==> config.mk <==
export PLATFORM = sky130hd
export DESIGN_NAME = dram_oop_seq
export DESIGN_NICKNAME = d
export VERILOG_FILES = /design/src/rtl/dram_oop_seq.sv
export SDC_FILE = /design/constraint.sdc
export NUM_CORES = 1
export LEC_CHECK = 0
export CAP_MARGIN = 15
export CORE_MARGIN = 2
export CORE_UTILIZATION = 35
export CTS_CLUSTER_DIAMETER = 120
export DETAILED_ROUTE_END_ITERATION = 10
export DONT_BUFFER_PORTS = 1
export HOLD_SLACK_MARGIN = 0.03
export PLACE_DENSITY_LB_ADDON = 0.15
export SLEW_MARGIN = 20
export SYNTH_ARGS = -nofsm -noshare
export SYNTH_HDL_FRONTEND = slang
export SYNTH_SLANG_ARGS = --single-unit
==> constraint.sdc <==
create_clock -name clk -period 9.6 [get_ports clk]
set_clock_uncertainty 0.15 [all_clocks]
set_input_delay 0.48 -clock clk [delete_from_list [all_inputs] [get_ports clk]]
set_output_delay 0.48 -clock clk [all_outputs]
set_load 0.01 [all_outputs]
==> src/rtl/dram_oop_seq.sv <==
module dram_oop_seq #(
  parameter int AW  = 12,
  parameter int DW  = 24,
  parameter int WSW = 4
) (
  input  logic           clk,
  input  logic           rst_n,
  input  logic [WSW-1:0] wait_cfg,
  input  logic           acc_req,
  input  logic           acc_we,
  input  logic [AW-1:0]  row,
  input  logic [AW-1:0]  col,
  input  logic [DW-1:0]  wdata,
  input  logic           ref_req,
  output logic [DW-1:0]  rdata,
  output logic           done,
  output logic [AW-1:0]  dram_addr,
  output logic           ras_n,
  output logic           cas_n,
  output logic           we_n,
  output logic           oe_rd_n,
  output logic [DW-1:0]  dq_out,
  output logic           dq_oe,
  input  logic [DW-1:0]  dq_in
);
  localparam int CW = WSW + 3;
  localparam logic [WSW-1:0] WS_MIN = WSW'(3);

  typedef enum logic [1:0] {OP_RD, OP_WR, OP_REF} op_t;

  // edge positions are given on the 64-tick frame and scaled by (N+1)/16
  function automatic logic [CW-1:0] at(input int k, input logic [WSW-1:0] w);
    return CW'((k * (int'(w) + 1)) >> 4);
  endfunction

  logic           active, pend_ref, pend_acc, h_we;
  logic [CW-1:0]  cnt;
  logic [WSW-1:0] wl;
  op_t            op;
  logic [AW-1:0]  h_row, h_col, f_row, f_col;
  logic [DW-1:0]  h_wd, f_wd;

  wire [CW-1:0] f_len  = at(64, wl);
  wire          last   = active && (cnt == f_len - CW'(1));
  wire          launch = (!active || last) && (pend_ref || pend_acc);
  wire          is_wr  = active && op == OP_WR;
  wire          is_rd  = active && op == OP_RD;
  wire          is_ref = active && op == OP_REF;
  wire [CW-1:0] cas_on = is_ref ? at(19, wl) : at(39, wl);

  always_ff @(posedge clk or negedge rst_n) begin
    if (!rst_n) begin
      active <= 1'b0; cnt <= '0; wl <= WS_MIN; op <= OP_RD;
      pend_ref <= 1'b0; pend_acc <= 1'b0; h_we <= 1'b0;
      h_row <= '0; h_col <= '0; h_wd <= '0;
      f_row <= '0; f_col <= '0; f_wd <= '0;
      ras_n <= 1'b1; cas_n <= 1'b1; we_n <= 1'b1; oe_rd_n <= 1'b1;
      dq_oe <= 1'b0; done <= 1'b0; dram_addr <= '0; dq_out <= '0; rdata <= '0;
    end else begin
      pend_ref <= (pend_ref && !launch) || ref_req;
      pend_acc <= (pend_acc && !(launch && !pend_ref)) || acc_req;
      if (acc_req) begin
        h_we <= acc_we; h_row <= row; h_col <= col; h_wd <= wdata;
      end
      if (launch) begin
        active <= 1'b1;
        cnt    <= '0;
        wl     <= (wait_cfg < WS_MIN) ? WS_MIN : wait_cfg;
        op     <= pend_ref ? OP_REF : (h_we ? OP_WR : OP_RD);
        f_row  <= h_row; f_col <= h_col; f_wd <= h_wd;
      end else if (last) begin
        active <= 1'b0;
      end else if (active) begin
        cnt <= cnt + CW'(1);
      end

      ras_n   <= !(active && cnt >= at(25, wl));
      cas_n   <= !(active && cnt >= cas_on && cnt < at(58, wl));
      we_n    <= !(is_wr && cnt >= at(1, wl) && cnt < at(63, wl));
      oe_rd_n <= !(is_rd && cnt >= at(1, wl) && cnt < at(63, wl));
      dq_oe   <= is_wr && cnt >= at(4, wl);
      done    <= active && cnt >= f_len - CW'(4);
      if (active) dram_addr <= (cnt >= at(36, wl)) ? f_col : f_row;
      if (is_wr) dq_out <= f_wd;
      if (is_rd && cnt == at(58, wl)) rdata <= dq_in;
    end
  end

  a_r1_strobes_exclusive: assert property (@(posedge clk) disable iff (!rst_n)
    !(!we_n && !oe_rd_n));
  a_r3_cas_idle_at_ras_rise: assert property (@(posedge clk) disable iff (!rst_n)
    $rose(ras_n) |-> cas_n);
  a_r4_access_ras_first: assert property (@(posedge clk) disable iff (!rst_n)
    $fell(cas_n) && !we_n |-> !ras_n);
  a_r7_refresh_cas_first: assert property (@(posedge clk) disable iff (!rst_n)
    $fell(cas_n) && we_n && oe_rd_n |-> ras_n);
  a_r6_bus_under_write: assert property (@(posedge clk) disable iff (!rst_n)
    dq_oe |-> !we_n || $past(!we_n));
  a_r10_done_inside_ras: assert property (@(posedge clk) disable iff (!rst_n)
    $rose(done) |-> !ras_n);
endmodule

; ---- Word level (Yosys, flattened, before mapping)
; Cells that the tools add are included.
[word_totals]
ff_bits = 179
out_inout_bits = 66
wordCells = 90
[classes]
add_sub_neg = 4
multipliers = 6
magnitude_cmp = 9
eq_ne = 5
mux = 10
n_reduce_logical = 34
[ops]
columns = operator, n
row1 = multiplier 6 x 32 -> 11 bit (first input constant), 2
row2 = multiplier 7 x 32 -> 11 bit (first input constant), 2
row3 = >= comparator 7 bit, 6
row4 = multiplier 5 x 32 -> 9 bit (first input constant), 1
row5 = two-way mux 7 bit, 4
row6 = logical AND 1 bit, 18
row7 = equality test 7 bit, 2
row8 = less-than comparator 7 bit, 2
row9 = two-way mux 12 bit, 1
row10 = multiplier 5 x 5 -> 10 bit (first input constant), 1
row11 = zero test 1 bit, 8
row12 = adder 7 x 1 -> 7 bit (second input constant), 1
row13 = subtractor 7 x 1 -> 7 bit (second input constant), 1
row14 = subtractor 7 x 3 -> 7 bit (second input constant), 1
row15 = adder 4 x 1 -> 5 bit (second input constant), 1
row16 = logical OR 1 bit, 4
row17 = less-than comparator 4 x 2 -> 1 bit (second input constant), 1
row18 = two-way mux 4 bit, 1
row19 = nonzero test 2 bit, 2
row20 = two-way mux 1 bit, 3
row21 = equality test 2 x 1 -> 1 bit (second input constant), 1
row22 = equality test 2 bit (second input constant), 1
row23 = zero test 2 bit, 1
row24 = two-way mux 2 bit, 1
row25 = other kinds (2), 2

; ---- Depth between registers and ports, before layout
[depth]
word_depth = 10
ltp_mapped = 20
mapped_depth_nobuf = 19

; ---- Worst setup path before layout
; OpenSTA, ideal clock, no wires.
[synth_timing]
kind = flip-flop to flip-flop
startpoint = register wl[0]
endpoint = register rdata[10]
setup_time_ps = 125
t_arrival_ps = 4856
required_ps = 9325
setup_slack_ps = 4469
path_stages_with_launch = 20
n_path_buf = 1
period_less_slack_ps = 5131
cell_sequence = dfstp_2 > ha_1 > xnor2_1 > inv_1 > ha_1 > ha_1 > fa_1 > inv_1 > fa_1 > nor2b_1 > o21ai_0 > a21boi_0 > or4_1 > nand3_1 > ha_1 > and4_1 > nand2_1 > nor2_2 > buf_2 > mux2_2
[synth_between]
elab_chain_len = 4
[synth_lines]
columns = item, line
row1 = start: declaration, 38  ; logic [WSW-1:0] wl;
row2 = start signal: assignment, 68  ; wl <= (wait_cfg < WS_MIN) ? WS_MIN : wait_cfg;
row3 = adder 4 x 1 -> 5 bit, 33  ; return CW'((k * (int'(w) + 1)) >> 4);
row4 = multiplier 5 x 5 -> 10 bit, 33
row5 = equality test 7 bit, 85  ; if (is_rd && cnt == at(58, wl)) rdata <= dq_in;
row6 = logical AND 1 bit, 85
row7 = end signal: assignment, 85
row8 = end: declaration, 15  ; output logic [DW-1:0] rdata,
; Every way passes these cells.
; A chain may end at the register's enable or synchronous reset.

; ---- Worst setup path in the final report
[layout_timing]
startpoint = register wl[0]
endpoint = register rdata[0]
; Same word-level chain as after synthesis.

==> results.md <==
* CP dominant cell by count: ha_1
* Post-layout min period at 5960 ps
* DRT Pass-1 Iters at 4
* DP HPWL at 16.6 mm
* Synth warn at 0
* Num CTS Buffers at 17
* Slew Limit Headroom at 0.357
* Initial Util at 0.353
* Skew-Pair Late Insertion Delay at 430 ps
* Die Footprint at 30200 µm²
* N_diodes at 0
* Die W at 174 µm
* Port-buffer cells at 0
* # DRC at 0
* Critical path arrival at 6130 ps
* Nets at 1220
* Max stage delay on crit path at 570 ps
* Fin. Hold Viols at 0
* Startpoint types: flip-flop
* Die Span Y at 174 µm
* R2r setup slk at 3640 ps
* Worst setup EP type: flip-flop
* Worst-path fanout max at 24
* Post-DRT Antenna Nets at 0
* Synth Net Count at 1153
* Cts repair resizes at 0
* Vias in the first global route at 7001
* WL/cell at 17.3 µm
* Number of synthesized flops with an enable pin at 0
* Clock sinks at 179
* Status: completed
* Worst slew pin tran at 965 ps
* RSZ-0062 raised after global routing: no
* Slew Viols, Final at 0
* Core Region at 28500 µm²
* Mean Syn Cell Area at 10.7 µm²
* First-pass GRT wire length at 39.6 mm
* Worst setup endpoint: rdata[0]
* Worst-path clk slew at 70 ps
* GR Util All Layers at 0.168
* Maxcap violations at 0
* Crit-path cells: ha_1 -> xnor2_1 -> inv_1 -> ha_1 -> ha_1 -> fa_1 -> inv_1 -> fa_1 -> nor2b_1 -> o21ai_0 -> a21boi_0 -> or4_1 -> nand3_1 -> ha_1 -> and4_1 -> nand2_1 -> nor2_4 -> mux2_2
* Setup TNS at 0 ps
* CP startpoint: wl[0]
* H-tree Lvls at 4
* Fmax at 168 MHz
* Hold/Removal Path Class: input port to flip-flop
* Antenna violations before repair at 0
* Register area share after synthesis at 0.445
* R2R cell count at 18
* Total grt overflow at 0
* Final WL at 24.3 mm
* Placed cells at 1295
* IO Count at 147
* Asr flop ratio synth at 1.00
* Cell area after synthesis at 10100 µm²
* Slowest-stage cell, CP: xnor2_1
* R2R Path Start: wl[0]
* Root Driver: clkbuf_16
* Data required, critical path at 9770 ps
* Count of cell types in the netlist at 55
* Final setup fails at 0
* P&R area growth vs syn at 17.4%
* Routed vias at 6836
* Row cnt at 62
* Fin cells at 1404
* Synthesized flop and latch total at 179
* Synthesized netlist cell count at 940
* GP Congestion at 0.814
* Largest net degree at the start of global routing at 180
* Synth Flop Type: dfrtp_1
* CTS tree: done
* Cts hold-fix bufs at 77
* Final Cycle Share at 0.621
* CP Class: flip-flop to flip-flop
* Fraction of layout cells with a size suffix above 1 at 0.151
* Setup Buffers After CTS at 0
* Max Root-Sink Buffers at 2
* Vias per cell at 4.87
* Reg-to-Reg End: rdata[0]
* Initial DRC count at 400
sequential cells by signal (all words and copies together) (netlist names), 2 cells and up:
name and flops:
dq_out 24, f_wd 24, h_wd 24, rdata 24, dram_addr 12, f_col 12, f_row 12, h_col 12
h_row 12, cnt 7, wl 4, op 2
synthesized netlist by cell type (9+ instances only):
cell type	number	area, µm²
buf_2	13	65.1
xor2_1	9	78.8
a21o_1	15	113
o21ai_0	42	210
xnor2_1	18	158
inv_1	53	199
a31oi_1	17	106
clkbuf_1	20	75.1
mux2_2	99	1110
nor2_1	36	135
nand2_1	171	642
fa_1	16	320
ha_1	116	1450
a21oi_1	20	100
dfrtp_1	173	4330
nand3_1	21	105
nand2b_1	12	75.1
cells by family (layout without fill, tap and decap cells):
logic type,after synthesis,count (layout),synth area share
mux,99,99,0.111
xor+xnor,29,29,0.0278
simple gates,280,280,0.121
fa+ha+maj,136,136,0.180
flops,179,179,0.445
buf+inv,88,168,0.0356
compound gates,129,129,0.0798
area by class of cell:
| cell class | count | area, µm² |
|---|---|---|
| repair buffers | 82 | 826 |
| flip-flops and latches | 179 | 4490 |
| fillers | 2858 | 16700 |
| inverters | 54 | 208 |
| well taps | 384 | 480 |
| clock inverters | 10 | 97.6 |
| multi-input cells | 673 | 5260 |
| clock buffers | 22 | 474 |
critical path, delay by kind of cell (launching register included):
| family | cells | cell delay [ps] |
|---|---|---|
| simple gates | 6 | 1150 |
| buf+inv | 2 | 500 |
| xor+xnor | 1 | 570 |
| flops | 1 | 430 |
| fa+ha+maj | 6 | 2260 |
| mux | 1 | 430 |
| compound gates | 2 | 350 |
worst min-delay path by stage:
| stage | from | endpoint | cells after the start |
|---|---|---|---|
| global route | dq_in[20] | rdata[20] | 1 |
| finish | dq_in[20] | rdata[20] | 1 |
| CTS | dq_in[20] | rdata[20] | 1 |
| detailed placement | rst_n | h_wd[5] | 0 |
| floorplan | rst_n | active | 0 |
| global placement | rst_n | h_wd[5] | 0 |
metal layers:
layer  up-vias  wire (µm)  global-route usage
li1       3362          -                   -
met3        17       1070              0.0432
met2        92      11900               0.282
met5         -          0                   0
met4         0        294              0.0396
met1      3365      11000               0.220
per-stage QoR:
step	hold slack (ps)	worst slack (ps)	area, µm²	util
2_1_floorplan	34.4	4470	10100	-
3_3_place_gp	39.1	3360	10500	0.367
3_5_place_dp	39.5	3290	10500	0.367
4_1_cts	30.3	3270	11800	0.414
5_1_grt	31.5	3220	11800	0.414
6_report	56.7	3640	11800	0.414
placed cells by master (no fill, tap or decap), drive strengths merged, types with 4 or more instances in the layout:
master / Yosys / final
a211oi: 4 / 4
a21boi: 4 / 4
a21o: 15 / 15
a21oi: 20 / 20
a31oi: 17 / 17
and3: 5 / 5
buf: 14 / 6
clkbuf: 20 / 22
clkinv: 0 / 4
dfrtp: 173 / 173
dfstp: 6 / 6
dlygate4sd3: 0 / 76
fa: 16 / 16
ha: 116 / 116
inv: 54 / 56
maj3: 4 / 4
mux2: 99 / 99
nand2: 171 / 171
nand2b: 12 / 12
nand3: 21 / 21
nand4: 4 / 4
nor2: 37 / 37
nor2b: 8 / 8
nor3: 8 / 8
o21a: 8 / 8
o21ai: 44 / 44
xnor2: 20 / 20
xor2: 9 / 9
Power is not shown: default switching activity piles up to over one toggle a cycle in this logic, so the estimate is an artifact.
